### config.mk
export PLATFORM = sky130hd
export DESIGN_NAME = sws_id_select
export DESIGN_NICKNAME = d
export VERILOG_FILES = /design/src/rtl/sws_pkg.sv /design/src/rtl/sws_id_bit.sv /design/src/rtl/sws_cmd_decode.sv /design/src/rtl/sws_flags.sv /design/src/rtl/sws_id_select.sv
export SDC_FILE = /design/constraint.sdc
export NUM_CORES = 1
export LEC_CHECK = 0
export BUFFER_PORTS_ARGS = -buffer_cell sky130_fd_sc_hd__buf_2
export CELL_PAD_IN_SITES_DETAIL_PLACEMENT = 1
export CELL_PAD_IN_SITES_GLOBAL_PLACEMENT = 2
export CORE_ASPECT_RATIO = 0.6
export CORE_MARGIN = 5
export CORE_UTILIZATION = 38
export DETAILED_ROUTE_END_ITERATION = 10
export GPL_TIMING_DRIVEN = 0
export PLACE_DENSITY_LB_ADDON = 0.1
export SETUP_SLACK_MARGIN = 0.15
export SYNTH_ARGS = -nofsm -noshare
export SYNTH_HDL_FRONTEND = slang
export SYNTH_SLANG_ARGS = --single-unit
### constraint.sdc
create_clock -name clk -period 2.4 [get_ports clk]
set_input_delay 0.6 -clock clk [delete_from_list [all_inputs] [get_ports clk]]
set_output_delay 0.6 -clock clk [all_outputs]
set_load 0.01 [all_outputs]
### src/rtl/sws_pkg.sv
package sws_pkg;
  localparam int unsigned CMD_W = 8;

  localparam logic [CMD_W-1:0] OP_READ_ID   = 8'h33;
  localparam logic [CMD_W-1:0] OP_MATCH_ID  = 8'h55;
  localparam logic [CMD_W-1:0] OP_SEARCH_ID = 8'hF0;
  localparam logic [CMD_W-1:0] OP_SKIP      = 8'hCC;
  localparam logic [CMD_W-1:0] OP_RESUME    = 8'hA5;
  localparam logic [CMD_W-1:0] OP_FAST_SKIP = 8'h3C;

  typedef enum logic [2:0] {
    ST_IDLE,
    ST_CMD,
    ST_READ,
    ST_MATCH,
    ST_SRCH_B,
    ST_SRCH_C,
    ST_SRCH_W,
    ST_SEL
  } sws_state_e;
endpackage

### src/rtl/sws_id_bit.sv
module sws_id_bit #(
  parameter int unsigned ID_W = 64,
  parameter logic [ID_W-1:0] ID = '0,
  localparam int unsigned IW = $clog2(ID_W)
) (
  input  logic [IW-1:0] idx,
  output logic          bit_o
);
  always_comb bit_o = ID[idx];
endmodule

### src/rtl/sws_cmd_decode.sv
module sws_cmd_decode
  import sws_pkg::*;
(
  input  logic [CMD_W-1:0] code,
  input  logic             resume_flag,
  output sws_state_e       nxt
);
  always_comb begin
    unique case (code)
      OP_READ_ID:             nxt = ST_READ;
      OP_MATCH_ID:            nxt = ST_MATCH;
      OP_SEARCH_ID:           nxt = ST_SRCH_B;
      OP_SKIP, OP_FAST_SKIP:  nxt = ST_SEL;
      OP_RESUME:              nxt = resume_flag ? ST_SEL : ST_IDLE;
      default:                nxt = ST_IDLE;
    endcase
  end
endmodule

### src/rtl/sws_flags.sv
module sws_flags
  import sws_pkg::*;
(
  input  logic             clk,
  input  logic             rst_n,
  input  logic             bus_reset,
  input  logic             reset_long,
  input  logic             decode_fire,
  input  logic [CMD_W-1:0] code,
  input  logic             win,
  output logic             resume_flag,
  output logic             overdrive
);
  always_ff @(posedge clk or negedge rst_n) begin
    if (!rst_n) begin
      resume_flag <= 1'b0;
    end else if (decode_fire) begin
      if (code == OP_SKIP || code == OP_FAST_SKIP) resume_flag <= 1'b1;
      else if (code != OP_RESUME)                  resume_flag <= 1'b0;
    end else if (win) begin
      resume_flag <= 1'b1;
    end
  end

  always_ff @(posedge clk or negedge rst_n) begin
    if (!rst_n) begin
      overdrive <= 1'b0;
    end else if (bus_reset && reset_long) begin
      overdrive <= 1'b0;
    end else if (decode_fire && code == OP_FAST_SKIP) begin
      overdrive <= 1'b1;
    end
  end

  assert_od_clear_R7: assert property (@(posedge clk) disable iff (!rst_n)
    (bus_reset && reset_long) |=> !overdrive);
  assert_od_set_R7: assert property (@(posedge clk) disable iff (!rst_n)
    (decode_fire && code == OP_FAST_SKIP && !bus_reset) |=> overdrive);
  assert_resume_clear_R6: assert property (@(posedge clk) disable iff (!rst_n)
    (decode_fire && code != OP_RESUME && code != OP_SKIP && code != OP_FAST_SKIP)
      |=> !resume_flag);
endmodule

### src/rtl/sws_id_select.sv
module sws_id_select
  import sws_pkg::*;
#(
  parameter int unsigned ID_W = 64,
  parameter logic [ID_W-1:0] ID = 64'h5E00_0012_34AB_CD2D,
  localparam int unsigned IW = $clog2(ID_W)
) (
  input  logic clk,
  input  logic rst_n,
  input  logic bus_reset,
  input  logic reset_long,
  input  logic rx_valid,
  input  logic rx_bit,
  output logic rx_ready,
  output logic tx_valid,
  output logic tx_bit,
  input  logic tx_ready,
  output logic selected,
  output logic overdrive
);
  sws_state_e           state, dec_nxt;
  logic [IW-1:0]        idx;
  logic [CMD_W-2:0]     cmd_sr;
  logic [CMD_W-1:0]     cmd_full;
  logic                 id_bit, rx_fire, tx_fire, last_id, last_cmd;
  logic                 decode_fire, win, resume_flag;

  sws_id_bit #(.ID_W(ID_W), .ID(ID)) u_id_bit (.idx(idx), .bit_o(id_bit));

  assign cmd_full = {rx_bit, cmd_sr};

  sws_cmd_decode u_dec (.code(cmd_full), .resume_flag(resume_flag), .nxt(dec_nxt));

  always_comb begin
    tx_valid = (state == ST_READ) || (state == ST_SRCH_B) || (state == ST_SRCH_C);
    tx_bit   = (state == ST_SRCH_C) ? ~id_bit : id_bit;
    rx_ready = !tx_valid;
    selected = (state == ST_SEL);
    rx_fire  = rx_valid && rx_ready;
    tx_fire  = tx_valid && tx_ready;
    last_id  = (idx == IW'(ID_W - 1));
    last_cmd = (idx == IW'(CMD_W - 1));
    decode_fire = !bus_reset && state == ST_CMD && rx_fire && last_cmd;
    win = !bus_reset && rx_fire && last_id && (rx_bit == id_bit) &&
          (state == ST_MATCH || state == ST_SRCH_W);
  end

  sws_flags u_flags (
    .clk(clk), .rst_n(rst_n), .bus_reset(bus_reset), .reset_long(reset_long),
    .decode_fire(decode_fire), .code(cmd_full), .win(win),
    .resume_flag(resume_flag), .overdrive(overdrive)
  );

  always_ff @(posedge clk or negedge rst_n) begin
    if (!rst_n) begin
      state  <= ST_IDLE;
      idx    <= '0;
      cmd_sr <= '0;
    end else if (bus_reset) begin
      state  <= ST_CMD;
      idx    <= '0;
    end else begin
      unique case (state)
        ST_CMD: if (rx_fire) begin
          cmd_sr <= {rx_bit, cmd_sr[CMD_W-2:1]};
          if (last_cmd) begin
            idx   <= '0;
            state <= dec_nxt;
          end else begin
            idx <= idx + 1'b1;
          end
        end
        ST_READ: if (tx_fire) begin
          if (last_id) state <= ST_SEL;
          idx <= idx + 1'b1;
        end
        ST_MATCH: if (rx_fire) begin
          if (rx_bit != id_bit) state <= ST_IDLE;
          else if (last_id)     state <= ST_SEL;
          idx <= idx + 1'b1;
        end
        ST_SRCH_B: if (tx_fire) state <= ST_SRCH_C;
        ST_SRCH_C: if (tx_fire) state <= ST_SRCH_W;
        ST_SRCH_W: if (rx_fire) begin
          if (rx_bit != id_bit) state <= ST_IDLE;
          else if (last_id)     state <= ST_SEL;
          else                  state <= ST_SRCH_B;
          idx <= idx + 1'b1;
        end
        default: ;
      endcase
    end
  end

  assert_reset_deselect_R1: assert property (@(posedge clk) disable iff (!rst_n)
    bus_reset |=> (!selected && !tx_valid && rx_ready));
  assert_skip_select_R2: assert property (@(posedge clk) disable iff (!rst_n)
    (decode_fire && cmd_full == OP_SKIP) |=> selected);
  assert_match_drop_R4: assert property (@(posedge clk) disable iff (!rst_n)
    (!bus_reset && state == ST_MATCH && rx_fire && rx_bit != id_bit) |=> !selected);
  assert_search_drop_R5: assert property (@(posedge clk) disable iff (!rst_n)
    (!bus_reset && state == ST_SRCH_W && rx_fire && rx_bit != id_bit)
      |=> (!selected && !tx_valid));
  assert_resume_gate_R6: assert property (@(posedge clk) disable iff (!rst_n)
    (decode_fire && cmd_full == OP_RESUME && !resume_flag) |=> !selected);
  assert_tx_hold_R9: assert property (@(posedge clk) disable iff (!rst_n)
    (tx_valid && !tx_ready && !bus_reset) |=> (tx_valid && $stable(tx_bit)));
  assert_sel_sticky_R9: assert property (@(posedge clk) disable iff (!rst_n)
    (selected && !bus_reset) |=> selected);
endmodule

==> results.ini, run 1 <==
[layout]
final_common_cell=dfrtp_1
seqCellArea_sq_um=453
nets=195
final_cell_count_no_fill=229
diodes=0
area_growth_pct=20.8
layout-drive-gt1-share_pct=38.5
multi_input_area_sq_um=998
post-route-util_pct=48.4
final_cell_mix=dfrtp_1, nand2_1, buf_2
fill_cells=439

[floorplan]
io_pins=12
coreArea_sq_mm=0.00374
fp.dieH_microns=58.7
die_w_microns=91.1
rows=17
dieArea_sq_mm=0.00535
initial_core_util_pct=40.1

[clock_network]
clkLatencyLatePin_ps=260
clkSinkCount=18
htreeDepth=1
cts_inserted_buffers=3
cts_hold_buf=0
cts_tree=built
cts.path.max_buffers=2
path_clk_slew_ps=70
clockRootBuffer=clkbuf_8

[drt]
wl_per_cell_microns=17.4
via_per_inst=5.76
drt-pass1-iter-count=4
drc=0
wl_met1_microns=2000
drt-total-wl_microns=3990
drtIter0Drc=38
wl_met3_microns=190
met2_length_microns=1790
num_vias=1320
ant_nets=0
top_layer=met4

[critical_path]
slowest_stage=mux4_2
crit_chain=inv_4, ha_1, mux4_2, o22ai_4, nor2_2, xor2_1, buf_2
crit_type=reg -> out
cp-start-kind=flop
worstPathRequired_ps=1800
max_stage_delay_ps=480
cp-end-kind=output pin
worstPathArrival_ps=1920
cp_max_fo=3

[hold_path]
hold_path_class=in -> async

[yosys]
synth_cells=158
async_reset_ff_share_pct=100
seq_area_frac_synth_pct=30.0
synth_ff_type=dfrtp_1
syn-cell-area_sq_mm=0.00150
syn_nets=170
synth-edff-count=0
avgSynthCellArea_sq_um=9.49
ys_warn_count=0
yosysUniqueCellTypes=57
synth_seq_cells=18

[place]
io_buffers=11
place_ws_ps=-90.0
dpl.hpwl_microns=2880
dp_cells=216
gp_congestion=0.823

[run_status]
violations=setup timing
status=complete, but fails checks

[sta]
finalCritPeriodShare_pct=105
max_slew_margin_pct=61.9
period_needed_ps=2520
whs_ps=276
slew_violations=0
tightest_slew_ps=567
final-hold-violation-count=0
setup-violations-final=1
layout_setup_ws_ps=-118
skew_ps=5.27
rsz0062_at_grt=yes
max_freq_ghz=0.397

[global_route]
antenna_found_initial=0
grt.total_usage_pct=15.8
grt_pass1_vias=1337
grt_max_degree=19
overflow=0
grt_pass1_wl_microns=6820

[power]
vdd_drop_max_mv=0.372
leakage_uw=0.000733
p_per_area_mw_per_mm2=508

[job]
drv_cap=0

## layer usage
layer	track usage (%)	vias up
met4	1.46	0
met3	3.83	4
li1	-	631
met5	0	-
met1	23.2	653
met2	24.6	32
## stage by stage
stage          setup TNS [ps]  cell area (sq um)  total power [uW]
2_1_floorplan               0               1500               560
3_3_place_gp            -26.5               1610               617
3_5_place_dp            -90.0               1610               631
4_1_cts                  -141               1770               919
5_1_grt                  -236               1810               979
6_report                 -118               1810               920
## registers in the layout, indices dropped and copies added, names as in the netlist
name and count:
state 3, u_flags.overdrive 1, cmd_sr 7, u_flags.resume_flag 1, idx 6
## cell type report
class                      instances  area share (%)
timing repair buffer              20            6.98
multi-input combinational        126            55.1
clock buffer                       4            3.04
buffer                             9            5.46
sequential                        18            25.0
inverter                           5            1.17
tap                               47            3.25
## cell families after synthesis
family,after synthesis,share of synthesized area [%]
muxes,10,8.09
AOI/OAI and AO/OA,42,19.2
buffers and inverters,14,7.84
xor gates and xnor gates,2,1.17
DFF,18,30.0
and+or+nand+nor,67,29.5
adders and majority gates,5,4.17
## worst paths after layout
path | startpoint | to | slack, ps | cells after the start
worst min-delay path | rst_n | idx[2] | 280 | 1
worst max-delay path | idx[0] | tx_bit | -120 | 7
worst max register to register | idx[0] | u_flags.resume_flag | 160 | 10
min in group clk | reset_long | u_flags.overdrive | 510 | 2
worst min register to register | u_flags.overdrive | u_flags.overdrive | 550 | 2
max in group asynchronous | rst_n | idx[0] | 1800 | 1
## cell usage after synthesis (all sizes together), types with 2 or more instances
master | number | area [sq um]
o22ai | 2 | 18.8
dfrtp | 18 | 450
nor2 | 10 | 37.5
nor4 | 3 | 48.8
nand4bb | 2 | 22.5
a311o | 2 | 20.0
clkbuf | 2 | 27.5
ha | 5 | 62.6
nand2b | 7 | 43.8
nor2b | 2 | 12.5
nand3b | 2 | 15.0
and4bb | 3 | 37.5
o31a | 2 | 17.5
mux2 | 7 | 78.8
o31ai | 4 | 30.0
nand2 | 14 | 55.1
buf | 7 | 71.3
nor3 | 3 | 15.0
and3 | 3 | 20.0
and3b | 3 | 28.8
mux2i | 2 | 20.0
o21ai | 9 | 45.0
nand3 | 6 | 30.0
a21oi | 10 | 50.1
inv | 5 | 18.8
xor2 | 2 | 17.5
## power by group
group          total (uW)  internal [uW]  leakage (uW)  switching [uW]
Combinational         240            137      0.000477             103
Sequential            428            353      0.000228            75.0
Clock                 252            146     0.0000288             106
## critical path, delay by kind of cell (launching register included)
| family | cells | cell delay (ps) |
|---|---|---|
| flip-flops | 1 | 430 |
| adder cells (fa/ha/maj) | 1 | 190 |
| buffers and inverters | 2 | 210 |
| AND/OR/NAND/NOR | 1 | 50 |
| XOR/XNOR | 1 | 140 |
| AO/OA/AOI/OAI | 1 | 140 |
| multiplexers | 1 | 480 |
## what timing repair did
item                       4_1_cts  5_1_grt
setup endpoints to repair        1        4
gates resized for setup         11        8
pin swaps                        5        5
setup buffers                    7        2
Power figures use the tool's default switching activity.
==> run 2, diff against run 1 <==
--- a/config.mk
+++ b/config.mk
@@ -10,7 +10,8 @@
 export CELL_PAD_IN_SITES_GLOBAL_PLACEMENT = 2
 export CORE_ASPECT_RATIO = 0.6
 export CORE_MARGIN = 5
-export CORE_UTILIZATION = 38
+export CORE_UTILIZATION = 39
+export CTS_BUF_LIST = sky130_fd_sc_hd__clkbuf_4
 export DETAILED_ROUTE_END_ITERATION = 10
 export GPL_TIMING_DRIVEN = 0
 export PLACE_DENSITY_LB_ADDON = 0.1
==> run 2 against run 1 <==
Compared with the run above: wire length is 11% higher; hold slack worse by 66 ps; clock power is 35% lower; critical endpoint unchanged; global-route usage is 0.19 points lower; cell count is 2.2% higher; sequential cell count stayed put; the run still ends with setup timing left; highest routed layer unchanged.
==> results.ini, run 2 (synthesis gave the netlist of run 1 again) <==
[drt]
ant_nets=0  ; unchanged
via_per_inst=5.81  ; was 5.76
num_vias=1359  ; was 1320
drt-total-wl_microns=4440  ; was 3990 microns
wl_per_cell_microns=19.0  ; was 17.4 microns
drc=0  ; unchanged
drtIter0Drc=31  ; was 38
drt-pass1-iter-count=4  ; unchanged

[place]
io_buffers=11  ; unchanged
place_area_sq_mm=0.00161  ; unchanged
dpl.hpwl_microns=2800  ; was 2880 microns
gp_congestion=0.843  ; was 0.823

[clock_network]
path_clk_slew_ps=120  ; was 70 ps
cts_hold_buf=0  ; unchanged
cts_tree=built  ; unchanged
htreeDepth=1  ; unchanged
clockRootBuffer=clkbuf_4  ; was clkbuf_8
cts.path.max_buffers=2  ; unchanged
clkSinkCount=18  ; unchanged
clkLatencyLatePin_ps=320  ; was 260 ps
cts_inserted_buffers=3  ; unchanged

[critical_path]
cp-end-kind=output pin  ; unchanged
slowest_stage=mux4_2  ; unchanged
r2r_cells=10  ; unchanged
crit_chain=inv_4, ha_4, inv_2, mux4_2, o22ai_4, nor2_2, xor2_1, buf_2  ; was inv_4, ha_1, mux4_2, o22ai_4, nor2_2, xor2_1, buf_2
crit_type=reg -> out  ; unchanged
crit_buf_inv=3  ; was 2
max_stage_delay_ps=490  ; was 480 ps
rr_startpoint=idx[1]  ; was idx[0]
ff2ff_setup_slack_ps=150  ; was 160 ps
worstPathRequired_ps=1800  ; about the same
worstPathArrival_ps=2040  ; was 1920 ps
cp_max_fo=3  ; unchanged
crit_family=multiplexers  ; unchanged
r2r_end=u_flags.resume_flag  ; unchanged
cp-start-kind=flop  ; unchanged

[floorplan]
coreArea_sq_mm=0.00368  ; was 0.00374 sq mm
io_pins=12  ; unchanged
rows=17  ; unchanged
fp.dieH_microns=58.0  ; was 58.7 microns
initial_core_util_pct=40.8  ; was 40.1%
die_w_microns=90.1  ; was 91.1 microns
dieArea_sq_mm=0.00523  ; was 0.00535 sq mm

[run_status]
violations=setup timing  ; unchanged
status=complete, but fails checks  ; unchanged

[sta]
setup-violations-final=1  ; unchanged
max_slew_margin_pct=63.3  ; was 61.9%
max_freq_ghz=0.379  ; was 0.397 GHz
slew_violations=0  ; unchanged
layout_setup_ws_ps=-241  ; was -118 ps
final-hold-violation-count=0  ; unchanged
skew_ps=17.1  ; was 5.27 ps
rsz0062_at_grt=yes  ; unchanged
whs_ps=210  ; was 276 ps
period_needed_ps=2640  ; was 2520 ps
finalCritPeriodShare_pct=110  ; was 105%
tightest_slew_ps=546  ; was 567 ps

[hold_path]
hold_path_class=in -> async  ; unchanged

[power]
vdd_drop_max_mv=0.347  ; was 0.372 mV
leakage_uw=0.000776  ; was 0.000733 uW
p_per_area_mw_per_mm2=452  ; was 508 mW/mm^2

[layout]
area_growth_pct=26.9  ; was 20.8%
reg_top3=cmd_sr: 7 flops, idx: 6 flops, state: 3 flops  ; unchanged
post-route-util_pct=51.7  ; was 48.4%
regMostFlops=cmd_sr  ; unchanged
largest_reg_flops=7  ; unchanged
final_cell_mix=dfrtp_1, nand2_1, buf_4  ; was dfrtp_1, nand2_1, buf_2
final_common_cell=dfrtp_1  ; unchanged
diodes=0  ; unchanged
layout-drive-gt1-share_pct=42.2  ; was 38.5%
final_area_sq_mm=0.00190  ; was 0.00181 sq mm
nets=201  ; was 195

[global_route]
grt_pass1_vias=1286  ; was 1337
antenna_found_initial=0  ; unchanged
grt.total_usage_pct=15.6  ; was 15.8%
grt_max_degree=19  ; unchanged
grt_pass1_wl_microns=6660  ; was 6820 microns
overflow=0  ; unchanged

[job]
drv_cap=0  ; unchanged

## run 2: changes by cell type in the layout (fill, tap and decap cells not counted), moves of 2 or more
cell | before | now
buf_6 | 6 | 10
clkbuf_8 | 6 | 2
clkbuf_4 | 0 | 3
buf_4 | 10 | 12
ha_2 | 2 | 0
ha_4 | 2 | 4
o31ai_1 | 4 | 2
## run 2: worst max path at each step
stage / start / to / slack [ps] / cells after the start
after CTS: idx[0] / tx_bit / -190 / 8
after detailed placement: idx[0] / tx_bit / -90 / 7
after floorplan: idx[0] / tx_bit / 190 / 6
after global routing: idx[1] / tx_bit / -300 / 8
final: idx[0] / tx_bit / -240 / 8
after global placement: idx[0] / tx_bit / -30 / 7
## run 2: final cells by class
class / instances / area [sq um]
tap: 47 / 58.8
inverter: 5 / 23.8
sequential: 18 / 453
multi-input combinational: 126 / 1060
clock buffer: 3 / 22.5
fill: 421 / 1780
timing repair buffer: 26 / 186
buffer: 9 / 98.8
## run 2: per-stage QoR
step | power [uW] | setup TNS, ps | setup slack [ps] | std cells
after floorplan | 560 | 0 | 191 | 158
after detailed placement | 627 | -90.0 | -90.0 | 216
final | 861 | -241 | -241 | 234
after global placement | 618 | -26.0 | -26.0 | 216
after global routing | 914 | -298 | -298 | 234
after CTS | 827 | -186 | -186 | 227
## run 2: worst register-to-register path: cells and delay by family (launching register included)
kind                       cells  cell delay [ps]
buffers and inverters          4              470
muxes                          2              150
DFF                            1              480
AOI/OAI and AO/OA              2              540
adders and majority gates      1              150
and+or+nand+nor                1              370
## run 2: report_power, final
part | internal, uW | switching (uW) | total, uW | leakage [uW]
Clock | 58.8 | 105 | 164 | 0.0000138
Sequential | 352 | 77.1 | 430 | 0.000228
Combinational | 150 | 116 | 267 | 0.000535
## run 2: metal layers
layer / vias to the layer above / track usage (%) / wire length [microns] / share of wire (%)
li1: 644 / - / - / -
met1: 682 / 22.6 / 2230 / 50
met2: 28 / 24.6 / 1990 / 45
met3: 5 / 4.02 / 186 / 4.2
met4: 0 / 1.27 / 37 / 0.83
met5: - / 0 / 0 / 0
## run 2: timing repair
| item | 4_1_cts | 5_1_grt |
|---|---|---|
| gates resized for setup | 13 | 21 |
| cloned | 0 | 0 |
| setup buffers | 8 | 7 |
| endpoints found under the hold margin | 0 | 0 |
| pin swaps | 5 | 15 |
| endpoints found under the setup margin | 2 | 5 |
